**config.mk**
```make
export PLATFORM = sky130hd
export DESIGN_NAME = bus_snoop_writer
export DESIGN_NICKNAME = d
export VERILOG_FILES = /design/src/rtl/bsw_pkg.sv /design/src/rtl/bsw_phase.sv /design/src/rtl/bsw_shift_cap.sv /design/src/rtl/bsw_opdec.sv /design/src/rtl/bus_snoop_writer.sv
export SDC_FILE = /design/constraint.sdc
export NUM_CORES = 1
export LEC_CHECK = 0
export BUFFER_PORTS_ARGS = -buffer_cell sky130_fd_sc_hd__buf_4
export CORE_MARGIN = 3
export CORE_UTILIZATION = 25
export DETAILED_ROUTE_END_ITERATION = 8
export HOLD_SLACK_MARGIN = 0.12
export PLACE_DENSITY = 0.54
export SLEW_MARGIN = 20
export SYNTH_ARGS = -nofsm -noshare
export SYNTH_HDL_FRONTEND = slang
export SYNTH_SLANG_ARGS = --single-unit
export TNS_END_PERCENT = 10
```
**constraint.sdc**
```tcl
create_clock -name clk -period 2.6 [get_ports clk]
set_clock_uncertainty 0.15 [all_clocks]
set_input_delay 0.39 -clock clk [delete_from_list [all_inputs] [get_ports clk]]
set_output_delay 0.39 -clock clk [all_outputs]
set_load 0.02 [all_outputs]
```
**src/rtl/bsw_pkg.sv**
```systemverilog
`timescale 1ns/1ps
package bsw_pkg;
  localparam int FRAME    = 56;
  localparam int PH_W     = $clog2(FRAME);
  localparam int OP_W     = 10;
  localparam int WORD_W   = 10;
  localparam int ADDR_W   = 16;
  localparam int PAGE_W   = 4;
  localparam int NPAGES   = 1 << PAGE_W;

  typedef logic [PH_W-1:0] ph_t;

  // first serial phase of each field
  localparam int WORD_FIRST = 2;
  localparam int ADDR_FIRST = 14;
  localparam int OP_FIRST   = 46;
  localparam int CHECK_AT   = ADDR_FIRST + ADDR_W + 2;   // 32

  localparam ph_t PH_LAST  = ph_t'(FRAME - 1);
  localparam ph_t PH_ZERO  = ph_t'(0);
  localparam ph_t PH_OP    = ph_t'(OP_FIRST);
  localparam ph_t PH_CHECK = ph_t'(CHECK_AT);
  localparam ph_t PH_STRB  = ph_t'(CHECK_AT + 1);

  localparam logic [OP_W-1:0] OPC_MEMWR  = 10'h040;
  localparam logic [OP_W-1:0] OPC_PROTGL = 10'h1F0;
endpackage

```
**src/rtl/bsw_phase.sv**
```systemverilog
`timescale 1ns/1ps
module bsw_phase
  import bsw_pkg::*;
(
  input  logic clk,
  input  logic rst,
  input  logic sync_i,
  output ph_t  ph,
  output logic lock
);
  logic sync_q;
  logic lock_q;
  ph_t  ph_q;
  logic fall;

  assign fall = sync_q & ~sync_i;

  always_comb begin
    if (fall)                ph = PH_ZERO;
    else if (ph_q == PH_LAST) ph = PH_ZERO;
    else                     ph = ph_q + 1'b1;
  end

  always_ff @(posedge clk) begin
    if (rst) begin
      sync_q <= 1'b0;
      lock_q <= 1'b0;
      ph_q   <= PH_ZERO;
    end else begin
      sync_q <= sync_i;
      ph_q   <= ph;
      if (fall) lock_q <= 1'b1;
    end
  end

  assign lock = lock_q;


  ph_range_chk: assert property (@(posedge clk) disable iff (rst)
    ph_q <= PH_LAST);

  ph_step_chk: assert property (@(posedge clk) disable iff (rst)
    (ph_q != PH_LAST) && !(sync_q & ~sync_i) |=> ph_q == $past(ph_q) + 1'b1);
endmodule

```
**src/rtl/bsw_shift_cap.sv**
```systemverilog
`timescale 1ns/1ps
module bsw_shift_cap
  import bsw_pkg::*;
#(
  parameter int FIRST = 2,
  parameter int W     = 10
) (
  input  logic         clk,
  input  logic         rst,
  input  ph_t          ph,
  input  logic         bit_i,
  output logic [W-1:0] val
);
  localparam ph_t LO = ph_t'(FIRST);
  localparam ph_t HI = ph_t'(FIRST + W - 1);

  logic win;
  assign win = (ph >= LO) && (ph <= HI);

  always_ff @(posedge clk) begin
    if (rst)      val <= '0;
    else if (win) val <= {bit_i, val[W-1:1]};
  end

  // outside its window the field holds
  cap_hold_chk: assert property (@(posedge clk) disable iff (rst)
    (ph < LO) |=> $stable(val));
endmodule

```
**src/rtl/bsw_opdec.sv**
```systemverilog
`timescale 1ns/1ps
module bsw_opdec
  import bsw_pkg::*;
(
  input  logic clk,
  input  logic rst,
  input  ph_t  ph,
  input  logic lock,
  input  logic sync_i,
  input  logic isa_i,
  output logic wr_hit,
  output logic tog_hit
);
  logic [OP_W-1:0] op;
  logic            fok;

  bsw_shift_cap #(.FIRST(OP_FIRST), .W(OP_W)) u_opcap (
    .clk(clk), .rst(rst), .ph(ph), .bit_i(isa_i), .val(op)
  );

  always_ff @(posedge clk) begin
    if (rst)              fok <= 1'b0;
    else if (ph == PH_OP) fok <= sync_i;
    else if (ph > PH_OP)  fok <= fok & sync_i;
  end

  always_ff @(posedge clk) begin
    if (rst) begin
      wr_hit  <= 1'b0;
      tog_hit <= 1'b0;
    end else begin
      wr_hit  <= (ph == PH_ZERO) && lock && fok && (op == OPC_MEMWR);
      tog_hit <= (ph == PH_ZERO) && lock && fok && (op == OPC_PROTGL);
    end
  end


  hit_excl_chk: assert property (@(posedge clk) disable iff (rst)
    $onehot0({wr_hit, tog_hit}));

  hit_sync_chk: assert property (@(posedge clk) disable iff (rst)
    wr_hit |-> $past(sync_i, 2));
endmodule

```
**src/rtl/bus_snoop_writer.sv**
```systemverilog
`timescale 1ns/1ps
module bus_snoop_writer
  import bsw_pkg::*;
#(
  parameter logic [NPAGES-1:0] PAGE_OWNED = 16'h0300,
  parameter logic              PROT_INIT  = 1'b0
) (
  input  logic              clk,
  input  logic              rst,
  input  logic              sync_i,
  input  logic              isa_i,
  input  logic              data_i,
  output logic [ADDR_W-1:0] mem_addr_o,
  output logic [WORD_W-1:0] mem_wdata_o,
  output logic              mem_we_o,
  output logic              wp_o
);
  ph_t               ph;
  logic              lock;
  logic              wr_hit, tog_hit;
  logic [WORD_W-1:0] word_q;
  logic [ADDR_W-1:0] addr_q;
  logic              pend;
  logic              owned;
  logic              go;

  bsw_phase u_phase (
    .clk(clk), .rst(rst), .sync_i(sync_i), .ph(ph), .lock(lock)
  );

  bsw_opdec u_dec (
    .clk(clk), .rst(rst), .ph(ph), .lock(lock), .sync_i(sync_i),
    .isa_i(isa_i), .wr_hit(wr_hit), .tog_hit(tog_hit)
  );

  bsw_shift_cap #(.FIRST(WORD_FIRST), .W(WORD_W)) u_word (
    .clk(clk), .rst(rst), .ph(ph), .bit_i(data_i), .val(word_q)
  );

  bsw_shift_cap #(.FIRST(ADDR_FIRST), .W(ADDR_W)) u_addr (
    .clk(clk), .rst(rst), .ph(ph), .bit_i(data_i), .val(addr_q)
  );

  always_ff @(posedge clk) begin
    if (rst)                 pend <= 1'b0;
    else if (wr_hit)         pend <= 1'b1;
    else if (ph == PH_LAST)  pend <= 1'b0;
  end

  always_ff @(posedge clk) begin
    if (rst)          wp_o <= PROT_INIT;
    else if (tog_hit) wp_o <= ~wp_o;
  end

  assign owned = PAGE_OWNED[addr_q[ADDR_W-1 -: PAGE_W]];
  assign go    = (ph == PH_CHECK) && pend && owned && !wp_o;

  always_ff @(posedge clk) begin
    if (rst) begin
      mem_we_o    <= 1'b0;
      mem_addr_o  <= '0;
      mem_wdata_o <= '0;
    end else begin
      mem_we_o <= go;
      if (go) begin
        mem_addr_o  <= addr_q;
        mem_wdata_o <= word_q;
      end
    end
  end


  we_pulse_chk: assert property (@(posedge clk) disable iff (rst)
    mem_we_o |=> !mem_we_o);

  we_phase_chk: assert property (@(posedge clk) disable iff (rst)
    mem_we_o |-> ph == PH_STRB);

  we_prot_chk: assert property (@(posedge clk) disable iff (rst)
    mem_we_o |-> !wp_o);

  we_page_chk: assert property (@(posedge clk) disable iff (rst)
    mem_we_o |-> PAGE_OWNED[mem_addr_o[ADDR_W-1 -: PAGE_W]]);

  we_armed_chk: assert property (@(posedge clk) disable iff (rst)
    mem_we_o |-> pend);

  wp_tog_chk: assert property (@(posedge clk) disable iff (rst)
    !$stable(wp_o) |-> $past(tog_hit));
endmodule

```
==> metrics.yaml, run 1 <==
status: "finished, final reports clean"
syn_to_final_growth_pct: 26.8
slew_headroom: 0.606
leakage_nw: 1.50
die_area_mm2: 0.0138
clock_sinks: 77
ys_types: 48
critical_path.startpoint_type: "flip-flop"
seq_area_mm2: 0.00155
viasPerCell: 4.33
synth_most_common_cell: "dfxtp_1"
clock_latency_ns: 0.33
endpoint_kind: "flip-flop"
die_h_um: 117
synth_common_cells: "dfxtp_1 (77), nand2_1 (57), mux2i_1 (37)"
yosysSeqAreaShare: 0.498
synth.avg_cell_area_um2: 9.32
num_vias: 2343
syn-num-nets: 338
cp.arrival_ns: 2.51
powerDensity_mw_per_mm2: 660
worstSetupPathType: "flip-flop to flip-flop"
antenna_cells: 0
drc_errors: 0
portBuffers: 32
synthArstFlopShare: 0
setup_violations: 0
ys_warn_count: 0
grt-ovfl-total: 0
setup-tns-final_ns: 0
path_clk_slew_ns: 0.06
cp_data_required_time_ns: 2.66
cap_violations: 0
gp_congestion: 0.799
total_power_mw: 2.59
synthCells: 332
finalHoldViolations: 0
synthFlopType: "dfxtp_1"
grt_pass1_vias: 2231
syn-cell-area_mm2: 0.00310
slew_viol_final: 0
n_fill_cell: 1246
track_usage: 0.0982
cts_buffers: 9
ant_nets: 0
hp-class: "input port to flip-flop"
htree_levels: 3
final_core_util: 0.326
vdd_drop_max_mv: 0.352
coreArea_mm2: 0.0121
die_x_um: 117
antenna_found_initial: 0
period_needed_ns: 2.45
clock_path_buffers: 2
grt_pass1_wl_um: 10700
dr.pass1.iters: 4
rows: 40
dr.first_iter.drc_count: 66
finalCritPeriodShare: 0.944
fmax_ghz: 0.407
drive_gt1_frac: 0.209
post_cts_buffers: 0
io_pins: 33
finalWirelength_um: 6380
nNetsFinal: 374
hpwl_um: 4390
initial_core_util: 0.257
grt_max_degree: 39
crit_fanout: 5
tightestPinTransition_ns: 0.589
clockRootBuffer: "clkbuf_16"
yosysTopAreaCell: "dfxtp_1"
multi_input_area_mm2: 0.00148
synth_top_area_frac: 0.498
wl_per_cell_um: 11.8
synth_area_leaders: "dfxtp_1 (50%), mux2i_1 (12%), nand2_1 (6.9%)"
cts_tree: "done"
synth_edf_count: 0
whs_ns: 0.155
ys_seq_elements: 77
cts_resized: 0
hold_buffers: 0
==> power by group <==
| part | total, mW | internal [mW] | switching, mW | leakage [nW] |
|---|---|---|---|---|
| Sequential | 1.20 | 1.19 | 0.00944 | 0.622 |
| Clock | 1.27 | 0.776 | 0.490 | 0.149 |
| Combinational | 0.125 | 0.0582 | 0.0672 | 0.731 |
| Total | 2.59 | 2.02 | 0.567 | 1.50 |
==> stage by stage <==
| stage | cell area (µm²) | setup slack [ns] | cells |
|---|---|---|---|
| after floorplan | 3100 | 0.121 | 332 |
| after global placement | 3580 | 0.191 | 524 |
| after detailed placement | 3580 | 0.116 | 524 |
| after CTS | 3880 | 0.104 | 540 |
| after global routing | 3930 | -0.000199 | 541 |
| final | 3930 | 0.145 | 541 |
==> worst paths after layout <==
kind,depth (start not counted),start,endpoint,slack (ns)
min reg2reg,2,mem_addr_o[9],mem_addr_o[9],0.30
max reg2reg,8,u_phase.ph_q[1],u_dec.u_opcap.val[3],0.15
max,8,u_phase.ph_q[1],u_dec.u_opcap.val[3],0.15
min,3,isa_i,u_dec.u_opcap.val[9],0.16
==> layout make-up <==
cell class,instances,area share
multi-input cells,234,0.378
repair buffers,45,0.0956
clock buffers,10,0.0609
inverters,1,0.000956
well taps,168,0.0535
clock inverters,6,0.0175
flip-flops and latches,77,0.394
==> cell usage in the layout (no fill, tap or decap), types with 3 or more instances in the layout <==
cell,n
dfxtp_2,3
dfxtp_1,74
nand2_1,57
nor4b_1,4
nor2_1,36
a21oi_1,28
nor2b_1,3
or3_1,3
buf_4,42
buf_12,3
clkbuf_16,9
nor3_1,4
mux2i_1,37
nand2b_1,21
==> worst max-delay path, stage by stage, from the launching register on <==
cell	delay, ns
dfxtp_1	0.39
ha_2	0.25
xor2_2	0.20
nand2_1	0.09
or3b_1	0.42
a2111oi_4	0.35
buf_4	0.22
mux2i_1	0.20
nor2_1	0.05
==> kinds of logic (layout without fill, tap and decap cells) <==
| family | after synthesis | count (layout) | synth area share |
|---|---|---|---|
| AOI/OAI and AO/OA | 45 | 45 | 0.0974 |
| xor gates and xnor gates | 4 | 4 | 0.0137 |
| adders and majority gates | 1 | 1 | 0.00404 |
| buffers and inverters | 21 | 62 | 0.0340 |
| DFF | 77 | 77 | 0.498 |
| muxes | 38 | 38 | 0.123 |
| and+or+nand+nor | 146 | 146 | 0.230 |
==> state kept, by name, indices dropped and copies added, names as in the netlist <==
register,flops
u_dec.wr_hit,1
u_dec.u_opcap.val,10
owned,1
u_phase.sync_q,1
mem_wdata_o,10
mem_addr_o,16
u_dec.tog_hit,1
u_addr.val,16
u_phase.ph_q,6
u_word.val,10
u_phase.lock,1
wp_o,1
u_dec.fok,1
mem_we_o,1
pend,1
==> routing by layer <==
layer	part of all wire	up-vias	global-route usage
li1	-	1204	-
met1	0.48	1107	0.128
met2	0.48	25	0.155
met3	0.029	7	0.0262
met4	0.0085	0	0.0367
met5	0	-	0
No activity file was read; power rests on OpenSTA's default activity.
==> run 2, diff against run 1 <==
--- a/config.mk
+++ b/config.mk
@@ -11,6 +11,7 @@
 export DETAILED_ROUTE_END_ITERATION = 8
 export HOLD_SLACK_MARGIN = 0.12
 export PLACE_DENSITY = 0.54
+export RECOVER_POWER = 50
 export SLEW_MARGIN = 20
 export SYNTH_ARGS = -nofsm -noshare
 export SYNTH_HDL_FRONTEND = slang
==> constraint.sdc (replaced) <==
create_clock -name clk -period 2.6 [get_ports clk]
set_clock_uncertainty 0.15 [all_clocks]
set_input_delay 0.26 -clock clk [delete_from_list [all_inputs] [get_ports clk]]
set_output_delay 0.26 -clock clk [all_outputs]
set_load 0.02 [all_outputs]
==> metrics.yaml, run 2 (synthesized netlist as in run 1, its figures left out) <==
dr.first_iter.drc_count: 82  # +24%
mostFrequentLayoutCells: "dfxtp_1 (74), nand2_1 (57), mux2i_1 (37), nor2_1 (36), clkbuf_1 (29)"
dr.pass1.iters: 4  # unchanged
antenna_cells: 0  # unchanged
vdd_drop_max_mv: 0.350  # -0.66%
rr_startpoint: "u_phase.ph_q[1]"
critical_path_buf_inv_count: 1  # unchanged
hp-start: "rst"
portBuffers: 32  # unchanged
cap_violations: 0  # unchanged
drc_errors: 0  # unchanged
critical_path.startpoint_type: "flip-flop"
htree_levels: 3  # unchanged
cp_data_required_time_ns: 2.66  # about the same
status: "finished, final reports clean"
r2r-end: "u_dec.u_opcap.val[3]"
final_common_cell: "dfxtp_1"
post_cts_buffers: 0  # unchanged
clock_path_buffers: 2  # unchanged
nNetsFinal: 377  # +0.80%
initial_core_util: 0.257  # unchanged
seq_area_mm2: 0.00155  # unchanged
cts_tree: "done"
rows: 40  # unchanged
ant_nets: 0  # unchanged
setup_violations: 0  # unchanged
finalHoldViolations: 0  # unchanged
path_clk_slew_ns: 0.06  # about the same
hp-class: "input port to flip-flop"
powerDensity_mw_per_mm2: 673  # +2.1%
finalInstanceArea_mm2: 0.00385  # -2.0%
clock_sinks: 77  # unchanged
drive_gt1_frac: 0.130  # -0.0788
antenna_found_initial: 0  # unchanged
syn_to_final_growth_pct: 24.3
slew_headroom: 0.605  # -0.00145
num_vias: 2361  # +0.77%
gp_congestion: 0.799  # unchanged
whs_path_depth: 2  # -1
cp.arrival_ns: 2.51  # about the same
tightestPinTransition_ns: 0.591  # +0.00218 ns
grt-ovfl-total: 0  # unchanged
timing.critical_path.from: "u_phase.ph_q[1]"
clockRootBuffer: "clkbuf_16"
cp_cell_sequence: "ha_2, xor2_2, nand2_1, or3b_1, a2111oi_4, buf_4, mux2i_1, nor2_1"
die_area_mm2: 0.0138  # unchanged
slowest_delay_ns: 0.42  # about the same
whs_ns: 0.180  # +0.0248 ns
hpwl_um: 4390  # unchanged
endpoint_kind: "flip-flop"
postPlaceCellArea_mm2: 0.00358  # unchanged
n_fill_cell: 1276  # +2.4%
period_needed_ns: 2.45  # -0.000114 ns
r2r_cells: 8  # unchanged
slew_viol_final: 0  # unchanged
io_pins: 33  # unchanged
crit_slowest_cell: "or3b_1"
fmax_ghz: 0.407  # about the same
grt_pass1_wl_um: 10700  # +0.20%
die_x_um: 117  # unchanged
multi_input_area_mm2: 0.00148  # unchanged
worstSetupPathType: "flip-flop to flip-flop"
r2r_slack_ns: 0.15  # about the same
path_delay_family: "simple AND/OR/NAND/NOR gates"
hold_end: "u_word.val[9]"
viasPerCell: 4.34  # +0.21%
setup-tns-final_ns: 0  # unchanged
grt_pass1_vias: 2242  # +0.49%
die_h_um: 117  # unchanged
leakage_nw: 1.39  # -7.4%
grt_max_degree: 39  # unchanged
cts_buffers: 9  # unchanged
track_usage: 0.0983  # +0.000107
clock_latency_ns: 0.33  # about the same
wl_per_cell_um: 11.7  # -0.41%
reg_top3: "mem_addr_o: 16 flops, u_addr.val: 16 flops"
finalWirelength_um: 6390  # +0.14%
coreArea_mm2: 0.0121  # unchanged
finalCritPeriodShare: 0.944  # about the same
crit_fanout: 5  # unchanged
-- run 2: cell types whose count changed in the layout (fill, tap and decap cells not counted) --
| cell | change |
|---|---|
| buf_4 | -29 |
| clkbuf_1 | +29 |
| dlygate4sd3_1 | +3 |
-- run 2: area by class of cell --
type                       instances  share of cell area
clock buffer                      10              0.0621
tap                              168              0.0546
clock inverter                     6              0.0179
timing repair buffer              48              0.0771
inverter                           1            0.000976
sequential                        77               0.402
multi-input combinational        234               0.386
-- run 2: worst max path at each step --
stage                           end  slack, ns  cells after the start
2_1_floorplan  u_dec.u_opcap.val[9]       0.12                      8
3_3_place_gp   u_dec.u_opcap.val[9]       0.19                      8
3_5_place_dp   u_dec.u_opcap.val[4]       0.12                      8
4_1_cts        u_dec.u_opcap.val[5]       0.10                      8
5_1_grt        u_dec.u_opcap.val[9]    -0.0002                      8
6_report       u_dec.u_opcap.val[3]       0.15                      8
-- run 2: per-stage QoR --
stage                     worst slack, ns  utilization  std cells  total power [mW]
after floorplan                     0.121            -        332              1.30
after global placement              0.191        0.297        524              1.35
after global routing            -0.000199        0.319        544              2.68
after CTS                           0.104        0.325        543              2.63
after detailed placement            0.116        0.297        524              1.35
final                               0.145        0.319        544              2.59
-- run 2: power by group --
| group | internal [mW] | total [mW] | switching, mW |
|---|---|---|---|
| Sequential | 1.19 | 1.20 | 0.00945 |
| Combinational | 0.0604 | 0.128 | 0.0679 |
| Clock | 0.776 | 1.26 | 0.488 |
| Total | 2.02 | 2.59 | 0.566 |
-- run 2: what timing repair did --
action	4_1_cts	5_1_grt
hold buffers	3	0
setup endpoints to repair	0	16
gates resized for setup	0	11
hold endpoints to repair	4	0
-- run 2: worst register-to-register path, cell delays in order (launching register included) --
cell       delay, ns
dfxtp_1         0.39
ha_2            0.25
xor2_2          0.20
nand2_1         0.09
or3b_1          0.42
a2111oi_4       0.35
buf_4           0.22
mux2i_1         0.20
nor2_1          0.05
-- run 2: per-layer routing --
metal	vias up	share of wire	global-route usage
li1	1209	-	-
met1	1120	0.48	0.128
met2	25	0.48	0.155
met3	7	0.030	0.0262
met4	0	0.0084	0.0367
met5	-	0	0
==> run 3, diff against run 2 <==
--- a/config.mk
+++ b/config.mk
@@ -6,11 +6,12 @@
 export NUM_CORES = 1
 export LEC_CHECK = 0
 export BUFFER_PORTS_ARGS = -buffer_cell sky130_fd_sc_hd__buf_4
-export CORE_MARGIN = 3
-export CORE_UTILIZATION = 25
+export CORE_MARGIN = 2
+export CORE_UTILIZATION = 52
+export CTS_BUF_LIST = sky130_fd_sc_hd__clkbuf_8 sky130_fd_sc_hd__clkbuf_16
 export DETAILED_ROUTE_END_ITERATION = 8
 export HOLD_SLACK_MARGIN = 0.12
-export PLACE_DENSITY = 0.54
+export PLACE_DENSITY = 0.87
 export RECOVER_POWER = 50
 export SLEW_MARGIN = 20
 export SYNTH_ARGS = -nofsm -noshare
==> metrics.yaml, run 3 (synthesized netlist as in run 1, its figures left out) <==
die_x_um: 81.2  # -31%
die_h_um: 81.2  # -31%
cp.arrival_ns: 2.56  # +0.05 ns
wl_met1_um: 2720  # -12%
r2r_slack_ns: 0.12  # -0.02 ns
crit_path_end: "u_dec.u_opcap.val[6]"
dr.pass1.iters: 4  # unchanged
dr_wl_met2_um: 3380  # +10%
num_vias: 2454  # +3.9%
slew_viol_final: 0  # unchanged
crit_fanout: 12  # +7
power_frac_comb: 0.051  # about the same
status: "finished, final reports clean"
cap_violations: 0  # unchanged
p_int_mw: 1.87  # -7.9%
gp_congestion: 0.888  # +11%
drive_gt1_frac: 0.128  # -0.00266
post_cts_buffers: 0  # unchanged
hpwl_um: 4180  # -4.6%
cts_buffers: 9  # unchanged
setup_violations: 0  # unchanged
endpoint_kind: "flip-flop"
dpl.cell_count: 430  # -18%
highest_layer: "met4"
clock_sinks: 77  # unchanged
grt_pass1_vias: 2467  # +10%
rsz0062_at_grt: "yes"
p_clk_frac: 0.445  # -0.043
htree_levels: 3  # unchanged
path_clk_slew_ns: 0.08  # +0.02 ns
grt_pass1_wl_um: 11200  # +3.9%
track_usage: 0.220  # +0.122
clock_path_buffers: 2  # unchanged
final_common_cell: "dfxtp_1"
r2r-end: "u_dec.u_opcap.val[6]"
reg_top3: "mem_addr_o: 16 flops, u_addr.val: 16 flops"
p_sw_frac: 0.215  # -0.00313
rr_startpoint: "u_phase.ph_q[4]"
rows: 28  # -30%
timing.critical_path.from: "u_phase.ph_q[4]"
clock_latency_ns: 0.36  # +0.03 ns
grt-ovfl-total: 0  # unchanged
antenna_found_initial: 0  # unchanged
whs_ns: 0.300  # +0.120 ns
drc_errors: 0  # unchanged
nNetsFinal: 377  # unchanged
finalHoldViolations: 0  # unchanged
die_area_mm2: 0.00659  # -52%
dr_wl_met3_um: 301  # +55%
finalWirelength_um: 6480  # +1.5%
portBuffers: 32  # unchanged
powerDensity_mw_per_mm2: 651  # -3.3%
cts_tree: "done"
grt_max_degree: 48  # +23%
tightestPinTransition_ns: 0.695  # +0.104 ns
io_pins: 33  # unchanged
cp_data_required_time_ns: 2.68  # +0.02 ns
mostFrequentLayoutCells: "dfxtp_1 (74), nand2_1 (57), mux2i_1 (37), nor2_1 (36), clkbuf_1 (29)"
antenna_cells: 0  # unchanged
hp-class: "flip-flop to flip-flop"
p_sw_uw: 512  # -9.6%
wl_per_cell_um: 14.4  # +22%
finalCritPeriodShare: 0.952  # +0.00780
dr.first_iter.drc_count: 146  # +78%
r2r_cells: 7  # -1
leakage_nw: 1.36  # -2.4%
coreArea_mm2: 0.00585  # -51%
viasPerCell: 5.44  # +25%
worstSetupPathType: "flip-flop to flip-flop"
syn_to_final_growth_pct: 17.9
slew_headroom: 0.536  # -0.0692
seq_power_share: 0.504  # +0.041
vdd_drop_max_mv: 0.497  # +42%
instances_no_fill: 451  # -17%
clockRootBuffer: "clkbuf_8"
final_core_util: 0.624  # +0.305
ant_nets: 0  # unchanged
initial_core_util: 0.529  # +0.272
critical_path.startpoint_type: "flip-flop"
fmax_ghz: 0.404  # -0.82%
period_needed_ns: 2.48  # +0.0203 ns
-- run 3: metal layers --
metal	vias to the layer above	GRT usage
met1	1169	0.257
li1	1216	-
met5	-	0
met3	11	0.0667
met4	0	0.0797
met2	58	0.382
-- run 3: how the worst min path moves through the flow --
stage,from,to,cells past startpoint
floorplan,sync_i,u_phase.sync_q,1
global placement,u_dec.wr_hit,pend,2
detailed placement,mem_addr_o[7],mem_addr_o[7],2
CTS,mem_wdata_o[7],mem_wdata_o[7],2
global route,mem_addr_o[6],mem_addr_o[6],2
finish,mem_wdata_o[7],mem_wdata_o[7],2
-- run 3: power groups by stage --
stage	combinational, mW	sequential [mW]	clock [mW]
after global placement	0.110	1.22	0
after global routing	0.130	1.20	1.13
after floorplan	0.0831	1.22	0
after CTS	0.121	1.20	1.07
final	0.121	1.20	1.06
after detailed placement	0.112	1.22	0
-- run 3: cell type report --
cell class,instances,area (µm²)
fill,459,2200
sequential,77,1550
multi-input combinational,234,1490
timing repair buffer,48,272
clock buffer,12,165
tap,75,93.8
clock inverter,4,77.6
inverter,1,3.75
-- run 3: what timing repair did --
item,4_1_cts,5_1_grt
setup endpoints to repair,29,24
endpoints found under the hold margin,16,0
hold buffers,4,0
gates cloned,1,0
resized for setup,6,5
-- run 3: through the flow --
stage | worst slack, ns | instance area, µm² | power [mW] | TNS [ns]
after floorplan | 0.121 | 3100 | 1.30 | 0
after global placement | 0.119 | 3430 | 1.33 | 0
after detailed placement | -0.0831 | 3430 | 1.33 | -0.570
after CTS | 0.0253 | 3730 | 2.39 | 0
after global routing | 0.00262 | 3650 | 2.46 | 0
final | 0.125 | 3650 | 2.38 | 0
-- run 3: worst max-delay path, cell delays in order, from the launching register on --
cell and delay (ns):
dfxtp_1 0.55, and4b_1 0.25, a21oi_2 0.14, or3b_1 0.41, a2111oi_4 0.34, buf_4 0.22, mux2i_1 0.21, nor2_1 0.06
